[config.mk]
export PLATFORM = sky130hd
export DESIGN_NAME = ide_io_dispatch
export DESIGN_NICKNAME = d
export VERILOG_FILES = /design/src/rtl/ide_disp_pkg.sv /design/src/rtl/ide_disp_window.sv /design/src/rtl/ide_disp_datapath.sv /design/src/rtl/ide_disp_ctrl.sv /design/src/rtl/ide_io_dispatch.sv
export SDC_FILE = /design/constraint.sdc
export NUM_CORES = 1
export LEC_CHECK = 0
export BUFFER_PORTS_ARGS = -buffer_cell sky130_fd_sc_hd__buf_2
export CAP_MARGIN = 10
export CORE_ASPECT_RATIO = 1.75
export CORE_MARGIN = 2
export CORE_UTILIZATION = 32
export CTS_BUF_LIST = sky130_fd_sc_hd__clkbuf_4 sky130_fd_sc_hd__clkbuf_8
export DETAILED_ROUTE_END_ITERATION = 16
export PLACE_DENSITY = 0.57
export SYNTH_ARGS = -nofsm -noshare
export SYNTH_HDL_FRONTEND = slang
export SYNTH_SLANG_ARGS = --single-unit
[constraint.sdc]
create_clock -name clk -period 5.89 [get_ports clk]
set_input_delay 0.2945 -clock clk [delete_from_list [all_inputs] [get_ports clk]]
set_output_delay 0.2945 -clock clk [all_outputs]
set_load 0.01 [all_outputs]
[src/rtl/ide_disp_pkg.sv]
package ide_disp_pkg;

  localparam int WIN_COUNT  = 5;
  localparam int IO_EN_BIT  = 0;
  localparam int BM_EN_BIT  = 2;
  localparam int SEL_OFFSET = 6;
  localparam int SEL_BIT    = 4;

  typedef enum logic [2:0] {
    TGT_PRI_CMD = 3'd0,
    TGT_PRI_CTL = 3'd1,
    TGT_SEC_CMD = 3'd2,
    TGT_SEC_CTL = 3'd3,
    TGT_PRI_BM  = 3'd4,
    TGT_SEC_BM  = 3'd5,
    TGT_NONE    = 3'd7
  } tgt_e;

  // Strobes from control to datapath for the request in flight
  typedef struct packed {
    logic issue;  // forward the access to the target
    logic done;   // a request was sampled; respond two cycles later
    logic err;    // respond with error flag
    logic drive;  // drive selection of the accessed channel
  } ctrlStrobe_t;

endpackage

[src/rtl/ide_disp_window.sv]
module ide_disp_window #(
  parameter int ADDR_W = 16
) (
  input  logic [ADDR_W-1:0] addr,
  input  logic [ADDR_W-1:0] base,
  input  logic [ADDR_W-1:0] span,
  output logic              hit,
  output logic [ADDR_W-1:0] localOff
);
  always_comb begin
    localOff = addr - base;
    hit      = (addr >= base) && (localOff < span);
  end
endmodule

[src/rtl/ide_disp_datapath.sv]
module ide_disp_datapath
  import ide_disp_pkg::*;
#(
  parameter int ADDR_W      = 16,
  parameter int DATA_W      = 32,
  parameter int SHIFT_W     = 2,
  parameter int BM_CH_BYTES = 8
) (
  input  logic                              clk,
  input  logic                              rstN,
  input  logic                              reqWrite,
  input  logic [ADDR_W-1:0]                 reqAddr,
  input  logic [2:0]                        reqSize,
  input  logic [DATA_W-1:0]                 reqData,
  input  logic [WIN_COUNT-1:0][ADDR_W-1:0]  winBase,
  input  logic [WIN_COUNT-1:0][ADDR_W-1:0]  winSpan,
  input  logic [SHIFT_W-1:0]                cmdShift,
  input  logic [ADDR_W-1:0]                 ctlAdd,
  input  ctrlStrobe_t                       cs,
  input  logic [DATA_W-1:0]                 tgtRdata,
  output logic                              anyHit,
  output tgt_e                              candTgt,
  output logic                              candChan,
  output logic                              selWrite,
  output logic                              tgtStrobe,
  output logic [2:0]                        tgtSel,
  output logic [ADDR_W-1:0]                 tgtOffset,
  output logic [2:0]                        tgtSize,
  output logic                              tgtWrite,
  output logic [DATA_W-1:0]                 tgtData,
  output logic                              tgtDrive,
  output logic                              rspValid,
  output logic [DATA_W-1:0]                 rspData,
  output logic                              errFlag
);
  localparam int IDX_W = $clog2(WIN_COUNT);
  localparam logic [ADDR_W-1:0] BM_SPLIT = ADDR_W'(BM_CH_BYTES);
  localparam logic [ADDR_W-1:0] SEL_OFF  = ADDR_W'(SEL_OFFSET);

  logic [WIN_COUNT-1:0]             winHit;
  logic [WIN_COUNT-1:0][ADDR_W-1:0] winLocal;
  logic [IDX_W-1:0]                 winIdx;
  logic [ADDR_W-1:0]                candOff;
  logic                             rspPend;
  logic                             errPend;

  for (genvar g = 0; g < WIN_COUNT; g++) begin : gWin
    ide_disp_window #(.ADDR_W(ADDR_W)) uWin (
      .addr     (reqAddr),
      .base     (winBase[g]),
      .span     (winSpan[g]),
      .hit      (winHit[g]),
      .localOff (winLocal[g])
    );
  end

  // Lowest-numbered hitting window wins
  always_comb begin
    winIdx = '0;
    anyHit = |winHit;
    for (int i = WIN_COUNT - 1; i >= 0; i--) begin
      if (winHit[i]) winIdx = i[IDX_W-1:0];
    end
  end

  always_comb begin
    candTgt = TGT_NONE;
    candOff = '0;
    if (anyHit) begin
      case (winIdx)
        IDX_W'(0): begin
          candTgt = TGT_PRI_CMD;
          candOff = winLocal[0] >> cmdShift;
        end
        IDX_W'(1): begin
          candTgt = TGT_PRI_CTL;
          candOff = winLocal[1] + ctlAdd;
        end
        IDX_W'(2): begin
          candTgt = TGT_SEC_CMD;
          candOff = winLocal[2];
        end
        IDX_W'(3): begin
          candTgt = TGT_SEC_CTL;
          candOff = winLocal[3];
        end
        default: begin
          if (winLocal[4] < BM_SPLIT) begin
            candTgt = TGT_PRI_BM;
            candOff = winLocal[4];
          end else begin
            candTgt = TGT_SEC_BM;
            candOff = winLocal[4] - BM_SPLIT;
          end
        end
      endcase
    end
    candChan = (candTgt == TGT_SEC_CMD) || (candTgt == TGT_SEC_CTL) ||
               (candTgt == TGT_SEC_BM);
    selWrite = reqWrite && ((candTgt == TGT_PRI_CMD) || (candTgt == TGT_SEC_CMD)) &&
               (candOff == SEL_OFF);
  end

  // Strobe stage
  always_ff @(posedge clk) begin
    if (!rstN) begin
      tgtStrobe <= 1'b0;
      tgtSel    <= '0;
      tgtOffset <= '0;
      tgtSize   <= '0;
      tgtWrite  <= 1'b0;
      tgtData   <= '0;
      tgtDrive  <= 1'b0;
      rspPend   <= 1'b0;
      errPend   <= 1'b0;
    end else begin
      tgtStrobe <= cs.issue;
      rspPend   <= cs.done;
      errPend   <= cs.err;
      if (cs.issue) begin
        tgtSel    <= candTgt;
        tgtOffset <= candOff;
        tgtSize   <= reqSize;
        tgtWrite  <= reqWrite;
        tgtData   <= reqData;
        tgtDrive  <= cs.drive;
      end
    end
  end

  // Response stage
  always_ff @(posedge clk) begin
    if (!rstN) begin
      rspValid <= 1'b0;
      rspData  <= '0;
      errFlag  <= 1'b0;
    end else begin
      rspValid <= rspPend;
      errFlag  <= errPend;
      rspData  <= (tgtStrobe && !tgtWrite) ? tgtRdata : '0;
    end
  end
endmodule

[src/rtl/ide_disp_ctrl.sv]
module ide_disp_ctrl
  import ide_disp_pkg::*;
#(
  parameter int DATA_W = 32
) (
  input  logic              clk,
  input  logic              rstN,
  input  logic              reqValid,
  input  logic              reqWrite,
  input  logic [2:0]        reqSize,
  input  logic [DATA_W-1:0] reqData,
  input  logic [15:0]       pciCmd,
  input  logic [3:0]        drivePresent,
  input  logic              anyHit,
  input  tgt_e              candTgt,
  input  logic              candChan,
  input  logic              selWrite,
  output ctrlStrobe_t       cs,
  output logic [1:0]        driveSel
);
  logic       sizeOk;
  logic       ioEn;
  logic       bmEn;
  logic       accept;
  logic       isBm;
  logic       present;
  logic       bmBlocked;
  logic [1:0] nextSel;

  always_comb begin
    sizeOk    = (reqSize == 3'd1) || (reqSize == 3'd2) || (reqSize == 3'd4);
    ioEn      = pciCmd[IO_EN_BIT];
    bmEn      = pciCmd[BM_EN_BIT];
    accept    = reqValid && sizeOk && ioEn && anyHit;
    nextSel   = driveSel;
    if (accept && selWrite) nextSel[candChan] = reqData[SEL_BIT];
    isBm      = (candTgt == TGT_PRI_BM) || (candTgt == TGT_SEC_BM);
    present   = isBm || drivePresent[{candChan, nextSel[candChan]}];
    bmBlocked = isBm && reqWrite && !bmEn;
    cs.issue  = accept && present && !bmBlocked;
    cs.done   = reqValid;
    cs.err    = reqValid && (!sizeOk || (ioEn && !anyHit));
    cs.drive  = nextSel[candChan];
  end

  always_ff @(posedge clk) begin
    if (!rstN) driveSel <= 2'b00;
    else       driveSel <= nextSel;
  end
endmodule

[src/rtl/ide_io_dispatch.sv]
module ide_io_dispatch
  import ide_disp_pkg::*;
#(
  parameter int ADDR_W      = 16,
  parameter int DATA_W      = 32,
  parameter int SHIFT_W     = 2,
  parameter int BM_CH_BYTES = 8
) (
  input  logic              clk,
  input  logic              rstN,
  input  logic              reqValid,
  input  logic              reqWrite,
  input  logic [ADDR_W-1:0] reqAddr,
  input  logic [2:0]        reqSize,
  input  logic [DATA_W-1:0] reqData,
  input  logic [15:0]       pciCmd,
  input  logic [ADDR_W-1:0] priCmdBase,
  input  logic [ADDR_W-1:0] priCmdSpan,
  input  logic [ADDR_W-1:0] priCtlBase,
  input  logic [ADDR_W-1:0] priCtlSpan,
  input  logic [ADDR_W-1:0] secCmdBase,
  input  logic [ADDR_W-1:0] secCmdSpan,
  input  logic [ADDR_W-1:0] secCtlBase,
  input  logic [ADDR_W-1:0] secCtlSpan,
  input  logic [ADDR_W-1:0] bmBase,
  input  logic [ADDR_W-1:0] bmSpan,
  input  logic [SHIFT_W-1:0] cmdShift,
  input  logic [ADDR_W-1:0] ctlAdd,
  input  logic [3:0]        drivePresent,
  input  logic [DATA_W-1:0] tgtRdata,
  output logic              tgtStrobe,
  output logic [2:0]        tgtSel,
  output logic [ADDR_W-1:0] tgtOffset,
  output logic [2:0]        tgtSize,
  output logic              tgtWrite,
  output logic [DATA_W-1:0] tgtData,
  output logic              tgtDrive,
  output logic              rspValid,
  output logic [DATA_W-1:0] rspData,
  output logic              errFlag,
  output logic [1:0]        driveSel
);
  logic [WIN_COUNT-1:0][ADDR_W-1:0] winBase;
  logic [WIN_COUNT-1:0][ADDR_W-1:0] winSpan;
  ctrlStrobe_t cs;
  logic        anyHit;
  tgt_e        candTgt;
  logic        candChan;
  logic        selWrite;

  assign winBase = {bmBase, secCtlBase, secCmdBase, priCtlBase, priCmdBase};
  assign winSpan = {bmSpan, secCtlSpan, secCmdSpan, priCtlSpan, priCmdSpan};

  ide_disp_datapath #(
    .ADDR_W(ADDR_W), .DATA_W(DATA_W), .SHIFT_W(SHIFT_W), .BM_CH_BYTES(BM_CH_BYTES)
  ) uDp (
    .clk(clk), .rstN(rstN),
    .reqWrite(reqWrite), .reqAddr(reqAddr), .reqSize(reqSize), .reqData(reqData),
    .winBase(winBase), .winSpan(winSpan), .cmdShift(cmdShift), .ctlAdd(ctlAdd),
    .cs(cs), .tgtRdata(tgtRdata),
    .anyHit(anyHit), .candTgt(candTgt), .candChan(candChan), .selWrite(selWrite),
    .tgtStrobe(tgtStrobe), .tgtSel(tgtSel), .tgtOffset(tgtOffset), .tgtSize(tgtSize),
    .tgtWrite(tgtWrite), .tgtData(tgtData), .tgtDrive(tgtDrive),
    .rspValid(rspValid), .rspData(rspData), .errFlag(errFlag)
  );

  ide_disp_ctrl #(.DATA_W(DATA_W)) uCtrl (
    .clk(clk), .rstN(rstN),
    .reqValid(reqValid), .reqWrite(reqWrite), .reqSize(reqSize), .reqData(reqData),
    .pciCmd(pciCmd), .drivePresent(drivePresent),
    .anyHit(anyHit), .candTgt(candTgt), .candChan(candChan), .selWrite(selWrite),
    .cs(cs), .driveSel(driveSel)
  );
endmodule

==> results.cfg, run 1 <==
[cts]
clkTransAtPathRegs_ns = 0.10
clockBufferDepth = 2
htree_num_levels = 3
worstSkewPairLatency_ns = 0.39
ctsHoldBuffers = 0
tritoncts = yes
cts.root.buffer_cell = sky130_fd_sc_hd__clkbuf_8
tritoncts_num_sinks = 95
tritoncts.num_buffers = 9

[worst_setup_path]
critical_path.startpoint = reqAddr[3]
reg2reg_setup_slack_ns = 4.08
crit_path_max_fanout = 7
worst_setup_path_end_kind = register
critPathLaunchType = primary input
r2r_cells = 8
max_stage_delay_ns = 0.38
critPathSlowestCell = sky130_fd_sc_hd__mux2_2
timing_worst_setup_path_type = in2reg
worstPathArrival_ns = 6.13
cp.required_ns = 6.17
r2r-start = uCtrl.driveSel[1]$_SDFF_PN0_

[timing]
setup_violations = 0
timing.fmax_mhz = 171
worst-slew-pin-transition_ns = 0.704
final-hold-violation-count = 0
rsz0062_at_grt = true
worst_clock_skew_ns = 0.0144
timing.slew.headroom = 0.531
final_critical_delay_including_setup_and_external_delays_ns = 5.85
final.setup.worst_slack_ns = 0.0351
final-max-slew-violation-count = 0
fin_crit_sh = 0.994

[logic_synthesis]
register_area_share_after_synthesis = 0.156
synth_largest_type_area_fraction = 0.175
synth_cell_types = 101
synthMuxAreaShare = 0.0621
syn_area_per_cell_um2 = 7.65
synth_fa_ha_area_frac = 0.185
share_of_the_synthesized_area_in_compound_gates_ao_oa_aoi_oai = 0.257
async_reset_ff_frac = 0
combinational_family_with_the_most_area_after_synthesis = compound AO/OA/AOI/OAI gates
synth_xor_xnor_area_share = 0.0458
ys_ff_latch = 95
post_synth_main_area_contributors = sky130_fd_sc_hd__ha_1, sky130_fd_sc_hd__dfxtp_1, sky130_fd_sc_hd__inv_1
synth_enable_flop_cells = 0
synth_nets = 2055
yosysWarningCount = 0
synthesis.area_um2 = 12200
synthSimpleGateAreaFrac = 0.215
yosys.area.top_type = sky130_fd_sc_hd__ha_1
synth_top_flop_cell = sky130_fd_sc_hd__dfxtp_1
postSynthCellCount = 1593

[cells_and_area]
post_route_cells_drive_above_1_share = 0.394
areaGrowthSynthToFinish_pct = 50.1
final_core_utilization = 0.486
design.final.nets = 2789
instances_no_fill = 2812

[power_and_ir_drop]
seq_power_share = 0.176
p_sw_uw = 1650
cell_internal_pwr_uw = 2220
p_clk_frac = 0.123
power_switching_share = 0.425
power_per_cell_area_nw_per_um2 = 211
combPwrFrac = 0.702
power_leakage_uw = 0.00965
worst_ir_drop_vdd_mv = 0.116

[place]
detailed_place_hpwl_um = 46800
place.gp.congestion = 0.971
detailedPlace.worstSlack_ns = -0.780
dp.cells = 2771
number_of_buffer_cells_added_on_primary_ports = 363

[detailed_routing]
vias_cell = 5.20
via_count = 14600
ant_nets = 0
routed_wl_um = 54400
drt_first_iter_violations = 594
wl_per_cell_um = 19.4
drt_pass1_iterations = 5
drt_drc_violations_left = 0

[grt]
groute.usage.overall = 0.259
number_of_global_route_vias_before_repair = 15000
grt_antenna_before_repair = 2
grt_remaining_overflow = 0
global_route_wire_length_before_repair_um = 78900
grt_start_max_net_pins = 74

[floorplan]
die_h_um = 262
io_pins = 378
die_x_um = 152
die_area_um2 = 39700
placeableCoreArea_um2 = 37600
initial_core_utilization = 0.324
num_rows = 94

[run_status]
run_status = finished clean

[hold_path]
type_of_the_tightest_min_delay_check = in2reg
worstHoldStart = tgtRdata[16]
min_delay_path_depth = 2

[flow_run]
maxCapViolations = 0
-- metal layers --
layer / track usage / routed length (um) / vias up / part of all wire
li1: - / - / 7219 / -
met1: 0.245 / 18500 / 6751 / 0.34
met2: 0.496 / 28400 / 496 / 0.52
met3: 0.0277 / 2670 / 159 / 0.049
met4: 0.187 / 4830 / 2 / 0.089
met5: 0 / 13 / - / 0.00024
-- power groups by stage --
stage               Combinational (uW)  Sequential (uW)  Clock [uW]
floorplan                         1310              705           0
global placement                  2510              694           0
detailed placement                2530              694           0
CTS                               2570              679         488
global route                      2930              683         507
finish                            2710              679         474
-- worst max-delay path: cells and delay by family --
family                   cells  cell delay (ns)
adder cells (fa/ha/maj)      2             0.57
AND/OR/NAND/NOR              9             1.40
multiplexers                 2             0.65
buffers and inverters        6             0.96
AO/OA/AOI/OAI               10             2.27
-- sequential cells by signal, indices dropped and copies added (netlist names) --
name / cells
uDp.errPend: 1
uDp.rspData: 32
uDp.rspPend: 1
uCtrl.driveSel: 2
uDp.tgtOffset: 16
uDp.tgtDrive: 1
uDp.tgtSel: 3
uDp.tgtWrite: 1
uDp.errFlag: 1
uDp.tgtStrobe: 1
uDp.rspValid: 1
uDp.tgtData: 32
uDp.tgtSize: 3
-- synth_stat cells, drive strengths merged, types with 45 or more instances --
library cell / n
nor2: 103
inv: 190
nand2: 171
xnor2: 45
ha: 171
mux2i: 61
nand3: 47
and2: 46
dfxtp: 95
o21ai: 76
a21oi: 110
-- repair_timing --
| action | 4_1_cts | 5_1_grt |
|---|---|---|
| setup endpoints to repair | 57 | 57 |
| setup buffers | 4 | 19 |
| resized for setup | 16 | 84 |
| pin swaps | 10 | 42 |
| cloned | 0 | 3 |
-- cell usage in the layout (no fill, tap or decap), types with 8 or more instances in the layout --
master and n:
sky130_fd_sc_hd__nor2_2 8, sky130_fd_sc_hd__clkbuf_8 9, sky130_fd_sc_hd__xor2_1 17, sky130_fd_sc_hd__buf_4 386, sky130_fd_sc_hd__a211oi_1 18, sky130_fd_sc_hd__ha_1 161
sky130_fd_sc_hd__or3_1 9, sky130_fd_sc_hd__o21ai_1 14, sky130_fd_sc_hd__a211o_1 13, sky130_fd_sc_hd__buf_12 8, sky130_fd_sc_hd__nor3_1 20, sky130_fd_sc_hd__nor2b_1 15
sky130_fd_sc_hd__o211ai_1 12, sky130_fd_sc_hd__o21ai_0 60, sky130_fd_sc_hd__inv_1 186, sky130_fd_sc_hd__and2_1 45, sky130_fd_sc_hd__nand2b_1 23, sky130_fd_sc_hd__a21oi_1 95
sky130_fd_sc_hd__a21o_1 31, sky130_fd_sc_hd__and4_1 9, sky130_fd_sc_hd__nand2_1 170, sky130_fd_sc_hd__a21oi_2 14, sky130_fd_sc_hd__o21a_1 25, sky130_fd_sc_hd__a31oi_1 11
sky130_fd_sc_hd__mux2i_1 60, sky130_fd_sc_hd__nor2_1 93, sky130_fd_sc_hd__and3_1 9, sky130_fd_sc_hd__nand3_1 44, sky130_fd_sc_hd__o21bai_1 11, sky130_fd_sc_hd__dfxtp_1 95
sky130_fd_sc_hd__xnor2_1 37, sky130_fd_sc_hd__nand4_1 30, sky130_fd_sc_hd__a211oi_2 8, sky130_fd_sc_hd__xnor2_2 8, sky130_fd_sc_hd__ha_4 8, sky130_fd_sc_hd__buf_2 355
-- path summary, 6_finish.rpt --
| path | endpoint |
|---|---|
| worst max register to register | uDp.tgtData[8]$_SDFFE_PN0P_ |
| worst max-delay path | uDp.tgtSel[2]$_SDFFE_PN0P_ |
| worst min register to register | uDp.errFlag$_SDFF_PN0_ |
| worst min-delay path | uDp.rspData[16]$_SDFF_PN0_ |
-- layout make-up --
class / count / area, um2
Antenna cell: 1 / 2.50
Clock buffer: 10 / 131
Clock inverter: 5 / 81.3
Fill cell: 3816 / 19300
Inverter: 190 / 726
Multi-Input combinational cell: 1268 / 9840
Sequential cell: 95 / 1900
Tap cell: 480 / 601
Timing Repair Buffer: 763 / 5020
-- per-stage QoR --
stage	total power (uW)	hold WS (ns)	setup TNS, ns	instance area (um2)
final	3870	0.102	0	18300
after detailed placement	3230	0.420	-41.71	17400
after global placement	3200	0.417	-34.95	17400
after global routing	4120	0.0992	-6.13	18300
after CTS	3740	0.0764	0	17700
after floorplan	2010	0.412	-2.61	12300
-- logic make-up (layout without fill, tap and decap cells) --
family / after synthesis / after routing
simple gates: 522 / 523
compound gates: 435 / 435
buf+inv: 231 / 968
fa+ha+maj: 177 / 177
flops: 95 / 95
mux: 71 / 71
xor+xnor: 62 / 62
other cells: 0 / 1
Note: power is estimated with default switching activity, not from simulation.
==> run 2: changes to the inputs <==
Settings changed: CORE_MARGIN 2 to 4, PLACE_DENSITY 0.57 to not set, PLACE_DENSITY_LB_ADDON set to 0.25.
==> run 2 against run 1 <==
Effect of this change: the flow now finishes with violations (setup timing); final cell count decreased by 0.57%; maximum frequency decreased by 1.0%; sequential power about the same; final area decreased by 1.2%; die area increased by 4.2%; critical path depth decreased by 1; sequential share of layout area increased by 0.13 points; core utilization decreased by 0.59 points; via count increased by 0.19%; register-to-register slack about the same; first-iteration DRC count increased by 34%; setup slack got worse by 0.059 ns; critical endpoint is now uDp.tgtData[9]$_SDFFE_PN0P_; largest cell class unchanged.
==> results.cfg, run 2 (synthesized netlist as in run 1, its figures left out) <==
[cts]
clkTransAtPathRegs_ns = 0.08
tritoncts = yes
cts.root.buffer_cell = sky130_fd_sc_hd__clkbuf_8
worstSkewPairLatency_ns = 0.37
htree_num_levels = 3
tritoncts_num_sinks = 95
clockBufferDepth = 2
tritoncts.num_buffers = 9

[cells_and_area]
multi_input_comb_area_um2 = 9720
layout_common_cells = sky130_fd_sc_hd__buf_4, sky130_fd_sc_hd__buf_2, sky130_fd_sc_hd__inv_1
layout.cells.most_common = sky130_fd_sc_hd__buf_4
post_route_cells_drive_above_1_share = 0.380
areaGrowthSynthToFinish_pct = 48.3
design.final.nets = 2773
fillers = 3774
layout.area.seq_um2 = 1900
top_flop_regs = uDp.rspData x32, uDp.tgtData x32, uDp.tgtOffset x16

[worst_setup_path]
worst_setup_path_end_kind = register
timing_worst_setup_path_type = in2reg
crit_path_max_fanout = 7
cp.required_ns = 6.19
critPathLaunchType = primary input
worstPathArrival_ns = 6.22

[power_and_ir_drop]
power_uw = 3820
power_per_cell_area_nw_per_um2 = 211
power_leakage_uw = 0.00957
worst_ir_drop_vdd_mv = 0.127

[run_status]
violations = setup timing
run_status = complete, but fails checks

[timing]
final-hold-violation-count = 0
final.setup.worst_slack_ns = -0.0239
timing.slew.headroom = 0.359
worst-slew-pin-transition_ns = 0.962
timing.fmax_mhz = 169
worst_clock_skew_ns = 0.00899
fin_crit_sh = 1.00
rsz0062_at_grt = true
final_critical_delay_including_setup_and_external_delays_ns = 5.91
final-max-slew-violation-count = 0
final.setup.tns_ns = -0.177
setup_violations = 17

[grt]
grt.met1_usage = 0.244
global_route_wire_length_before_repair_um = 79700
groute.usage.overall = 0.246
grt_antenna_before_repair = 3
grt_util_met3 = 0.0221
grt_start_max_net_pins = 106
globalRoute.busiestLayer = met2
number_of_global_route_vias_before_repair = 15000
grt_remaining_overflow = 0
grtUsageMet2 = 0.475

[floorplan]
placeableCoreArea_um2 = 37600
die_area_um2 = 41400
die_x_um = 156
num_rows = 94
io_pins = 378
die_h_um = 266
initial_core_utilization = 0.324

[place]
number_of_buffer_cells_added_on_primary_ports = 363
detailedPlace.worstSlack_ns = -0.954
detailed_place_hpwl_um = 47100
place.gp.congestion = 0.998

[detailed_routing]
vias_cell = 5.24
via_count = 14700
wl_per_cell_um = 19.2
drt_pass1_iterations = 5
drt_drc_violations_left = 0
routed_wl_um = 53700
ant_nets = 0
drt_first_iter_violations = 794

[hold_path]
type_of_the_tightest_min_delay_check = in2reg

[flow_run]
maxCapViolations = 0
## run 2: final cells by class
class / instances / share of cell area
diodes: 2 / 0.000277
clock buffers: 10 / 0.00727
clock inverters: 4 / 0.00401
inverters: 190 / 0.0401
multi-input cells: 1268 / 0.538
flip-flops and latches: 95 / 0.105
well taps: 480 / 0.0332
repair buffers: 747 / 0.272
## run 2: power by group
group          internal [uW]  switching [uW]
clock                    238             215
sequential               667            13.2
combinational           1290            1390
total                   2200            1620
## run 2: repair_timing
item,4_1_cts,5_1_grt
resized for setup,23,61
gates cloned,0,4
setup endpoints to repair,59,57
hold buffers,0,0
pin swaps,13,47
buffers inserted,4,8
## run 2: worst max-delay path: stages
cell and delay (ns):
sky130_fd_sc_hd__clkbuf_4 0.15, sky130_fd_sc_hd__buf_12 0.14, sky130_fd_sc_hd__ha_1 0.30, sky130_fd_sc_hd__nor2b_1 0.15, sky130_fd_sc_hd__o21bai_1 0.23, sky130_fd_sc_hd__a211oi_2 0.13
sky130_fd_sc_hd__o41a_1 0.40, sky130_fd_sc_hd__o21a_1 0.18, sky130_fd_sc_hd__nor2_1 0.11, sky130_fd_sc_hd__xnor2_1 0.18, sky130_fd_sc_hd__ha_1 0.30, sky130_fd_sc_hd__a21o_1 0.16
sky130_fd_sc_hd__a21o_1 0.17, sky130_fd_sc_hd__a211o_1 0.34, sky130_fd_sc_hd__a211o_1 0.35, sky130_fd_sc_hd__buf_4 0.17, sky130_fd_sc_hd__buf_4 0.15, sky130_fd_sc_hd__a311oi_1 0.30
sky130_fd_sc_hd__a21oi_1 0.13, sky130_fd_sc_hd__a221o_1 0.33, sky130_fd_sc_hd__and3_1 0.20, sky130_fd_sc_hd__and4b_1 0.21, sky130_fd_sc_hd__buf_6 0.13, sky130_fd_sc_hd__mux2i_4 0.18
sky130_fd_sc_hd__nor2_4 0.12, sky130_fd_sc_hd__and2_4 0.30, sky130_fd_sc_hd__clkbuf_16 0.21, sky130_fd_sc_hd__mux2i_1 0.18
## run 2: worst paths after layout
path | start | endpoint | slack, ns | cells after the start
worst max-delay path | reqAddr[1] | uDp.tgtData[9]$_SDFFE_PN0P_ | -0.02 | 28
worst min register to register | uDp.rspPend$_SDFF_PN0_ | uDp.rspValid$_SDFF_PN0_ | 0.45 | 1
worst max register to register | uCtrl.driveSel[1]$_SDFF_PN0_ | uDp.tgtOffset[6]$_SDFFE_PN0P_ | 4.09 | 8
worst min-delay path | tgtRdata[28] | uDp.rspData[28]$_SDFF_PN0_ | 0.12 | 2
## run 2: layer usage
metal  vias up  part of all wire
li1       7178                 -
met3       128             0.051
met2       548              0.53
met5         -           0.00030
met4         2             0.076
met1      6799              0.34
## run 2: metrics by stage
stage	area, um2	hold slack, ns	cells	utilization
floorplan	12300	0.412	1593	-
global placement	17300	0.413	2764	0.461
detailed placement	17300	0.427	2764	0.461
CTS	17700	0.0887	2782	0.469
global route	18100	0.0983	2796	0.480
finish	18100	0.116	2796	0.480
==> run 3: changes to the inputs <==
Settings changed: CTS_BUF_LIST sky130_fd_sc_hd__clkbuf_4 sky130_fd_sc_hd__clkbuf_8 to sky130_fd_sc_hd__clkbuf_4.
==> run 3 against run 2 <==
Effect of this change: the run now ends clean; clock skew is 0.0079 ns higher; setup slack improved by 0.11 ns; critical path depth grew 3; final area is 2.0% higher; register-to-register slack is essentially flat; combinational power grew 2%; first-iteration DRC count increased by 2.6%; die area stayed put; power down 0.51%; non-clock buffer count grew 34; final cell count rose by 1.3%; core utilization increased by 0.98 points.
==> results.cfg, run 3 (synthesized netlist as in run 1, its figures left out) <==
[run_status]
run_status = finished clean

[detailed_routing]
drt_drc_violations_left = 0
drt_pass1_iterations = 5
drt_first_iter_violations = 815
via_count = 14800
routed_wl_um = 54600
ant_nets = 0
vias_cell = 5.23
wl_per_cell_um = 19.3

[timing]
worst-slew-pin-transition_ns = 0.975
rsz0062_at_grt = true
final_critical_delay_including_setup_and_external_delays_ns = 5.81
setup_violations = 0
timing.slew.headroom = 0.350
final-hold-violation-count = 0
final.setup.worst_slack_ns = 0.0837
worst_clock_skew_ns = 0.0169
final.setup.tns_ns = 0
final-max-slew-violation-count = 0
fin_crit_sh = 0.986
timing.fmax_mhz = 172

[floorplan]
die_x_um = 156
io_pins = 378
die_area_um2 = 41400
placeableCoreArea_um2 = 37600
die_h_um = 266
initial_core_utilization = 0.324
num_rows = 94

[cts]
htree_num_levels = 3
worstSkewPairLatency_ns = 0.46
tritoncts_num_sinks = 95
tritoncts = yes
clockBufferDepth = 2
clkTransAtPathRegs_ns = 0.13
tritoncts.num_buffers = 9
cts.root.buffer_cell = sky130_fd_sc_hd__clkbuf_4

[grt]
grt_antenna_before_repair = 3
grt_start_max_net_pins = 106
grt_remaining_overflow = 0
number_of_global_route_vias_before_repair = 15100
global_route_wire_length_before_repair_um = 80300
groute.usage.overall = 0.248

[power_and_ir_drop]
power_uw = 3800
power_leakage_uw = 0.00969
worst_ir_drop_vdd_mv = 0.115
power_per_cell_area_nw_per_um2 = 206

[worst_setup_path]
crit_path_max_fanout = 8
r2r-start = uCtrl.driveSel[1]$_SDFF_PN0_
critPathLaunchType = primary input
r2r_cells = 8
cp.required_ns = 6.29
critPathMostFrequentCell = sky130_fd_sc_hd__buf_4
timing_worst_setup_path_type = in2reg
max_stage_delay_ns = 0.43
worstReg2RegEnd = uDp.tgtOffset[6]$_SDFFE_PN0P_
critPathSlowestCell = sky130_fd_sc_hd__fa_1
worst_setup_path_end_kind = register
reg2reg_setup_slack_ns = 4.09
crit_family = compound AO/OA/AOI/OAI gates
path_buf_inv = 9
worstPathArrival_ns = 6.21

[cells_and_area]
top_flop_regs = uDp.rspData x32, uDp.tgtData x32, uDp.tgtOffset x16
areaGrowthSynthToFinish_pct = 51.3
layout.cells.most_common = sky130_fd_sc_hd__buf_4
layout_common_cells = sky130_fd_sc_hd__buf_4, sky130_fd_sc_hd__buf_2, sky130_fd_sc_hd__inv_1
design.final.nets = 2807
instances_no_fill = 2831
post_route_cells_drive_above_1_share = 0.385
fin_area_um2 = 18500

[hold_path]
type_of_the_tightest_min_delay_check = in2reg
worstHoldStart = tgtRdata[25]
worst_hold_path.endpoint = uDp.rspData[25]$_SDFF_PN0_
min_delay_path_depth = 2

[flow_run]
maxCapViolations = 0

[place]
detailedPlace.worstSlack_ns = -0.954
detailed_place_hpwl_um = 47100
number_of_buffer_cells_added_on_primary_ports = 363
place.gp.congestion = 0.998
dpl_cell_area_um2 = 17300
dp.cells = 2764
-- run 3: cell types whose count changed in the layout (fill, tap and decap cells not counted), moves of 4 or more --
| cell | delta |
|---|---|
| sky130_fd_sc_hd__buf_6 | -4 |
| sky130_fd_sc_hd__buf_4 | +8 |
| sky130_fd_sc_hd__ha_4 | +5 |
| sky130_fd_sc_hd__ha_1 | -5 |
| sky130_fd_sc_hd__clkbuf_4 | +11 |
| sky130_fd_sc_hd__dlygate4sd3_1 | +29 |
| sky130_fd_sc_hd__clkbuf_8 | -9 |
-- run 3: per-stage QoR --
step | util | hold WS, ns
global route | 0.490 | 0.0265
finish | 0.490 | 0.0597
global placement | 0.461 | 0.413
floorplan | - | 0.412
detailed placement | 0.461 | 0.427
CTS | 0.473 | 0.00440
-- run 3: cell type report --
class | instances | area [um2]
fill | 3725 | 19200
inverter | 190 | 726
tap | 480 | 601
multi-input combinational | 1268 | 9830
timing repair buffer | 781 | 5240
antenna | 3 | 7.51
clock inverter | 4 | 72.6
clock buffer | 10 | 75.1
sequential | 95 | 1900
-- run 3: what timing repair did --
action / CTS / global route
gates resized for setup: 8 / 94
setup buffers: 0 / 17
endpoints found under the hold margin: 29 / 0
gates cloned: 0 / 5
pin swaps: 1 / 67
hold buffers: 29 / 0
endpoints found under the setup margin: 57 / 57
-- run 3: where the power goes --
| part | total [uW] | switching [uW] | internal, uW |
|---|---|---|---|
| sequential | 681 | 13.6 | 668 |
| clock | 378 | 207 | 172 |
| combinational | 2740 | 1410 | 1330 |
| total | 3800 | 1630 | 2170 |
-- run 3: per-layer routing --
metal  vias to the layer above  share of wire  global-route usage
met5                         -              0                   0
met4                         0          0.072               0.164
met3                       123          0.051              0.0219
met2                       585           0.53               0.478
met1                      6847           0.35               0.246
li1                       7261              -                   -
-- run 3: worst max path at each step --
stage                                           endpoint  slack, ns        from  cells after the start
after floorplan             uDp.tgtData[10]$_SDFFE_PN0P_      -0.08  reqAddr[0]                     33
after global placement     uDp.tgtOffset[8]$_SDFFE_PN0P_      -0.95  reqAddr[0]                     27
after detailed placement   uDp.tgtOffset[6]$_SDFFE_PN0P_      -0.95  reqAddr[0]                     27
after CTS                 uDp.tgtOffset[14]$_SDFFE_PN0P_       0.01  reqAddr[0]                     27
after global routing         uDp.tgtData[7]$_SDFFE_PN0P_      -0.07  reqAddr[6]                     27
final                        uDp.tgtData[9]$_SDFFE_PN0P_       0.08  reqAddr[0]                     31
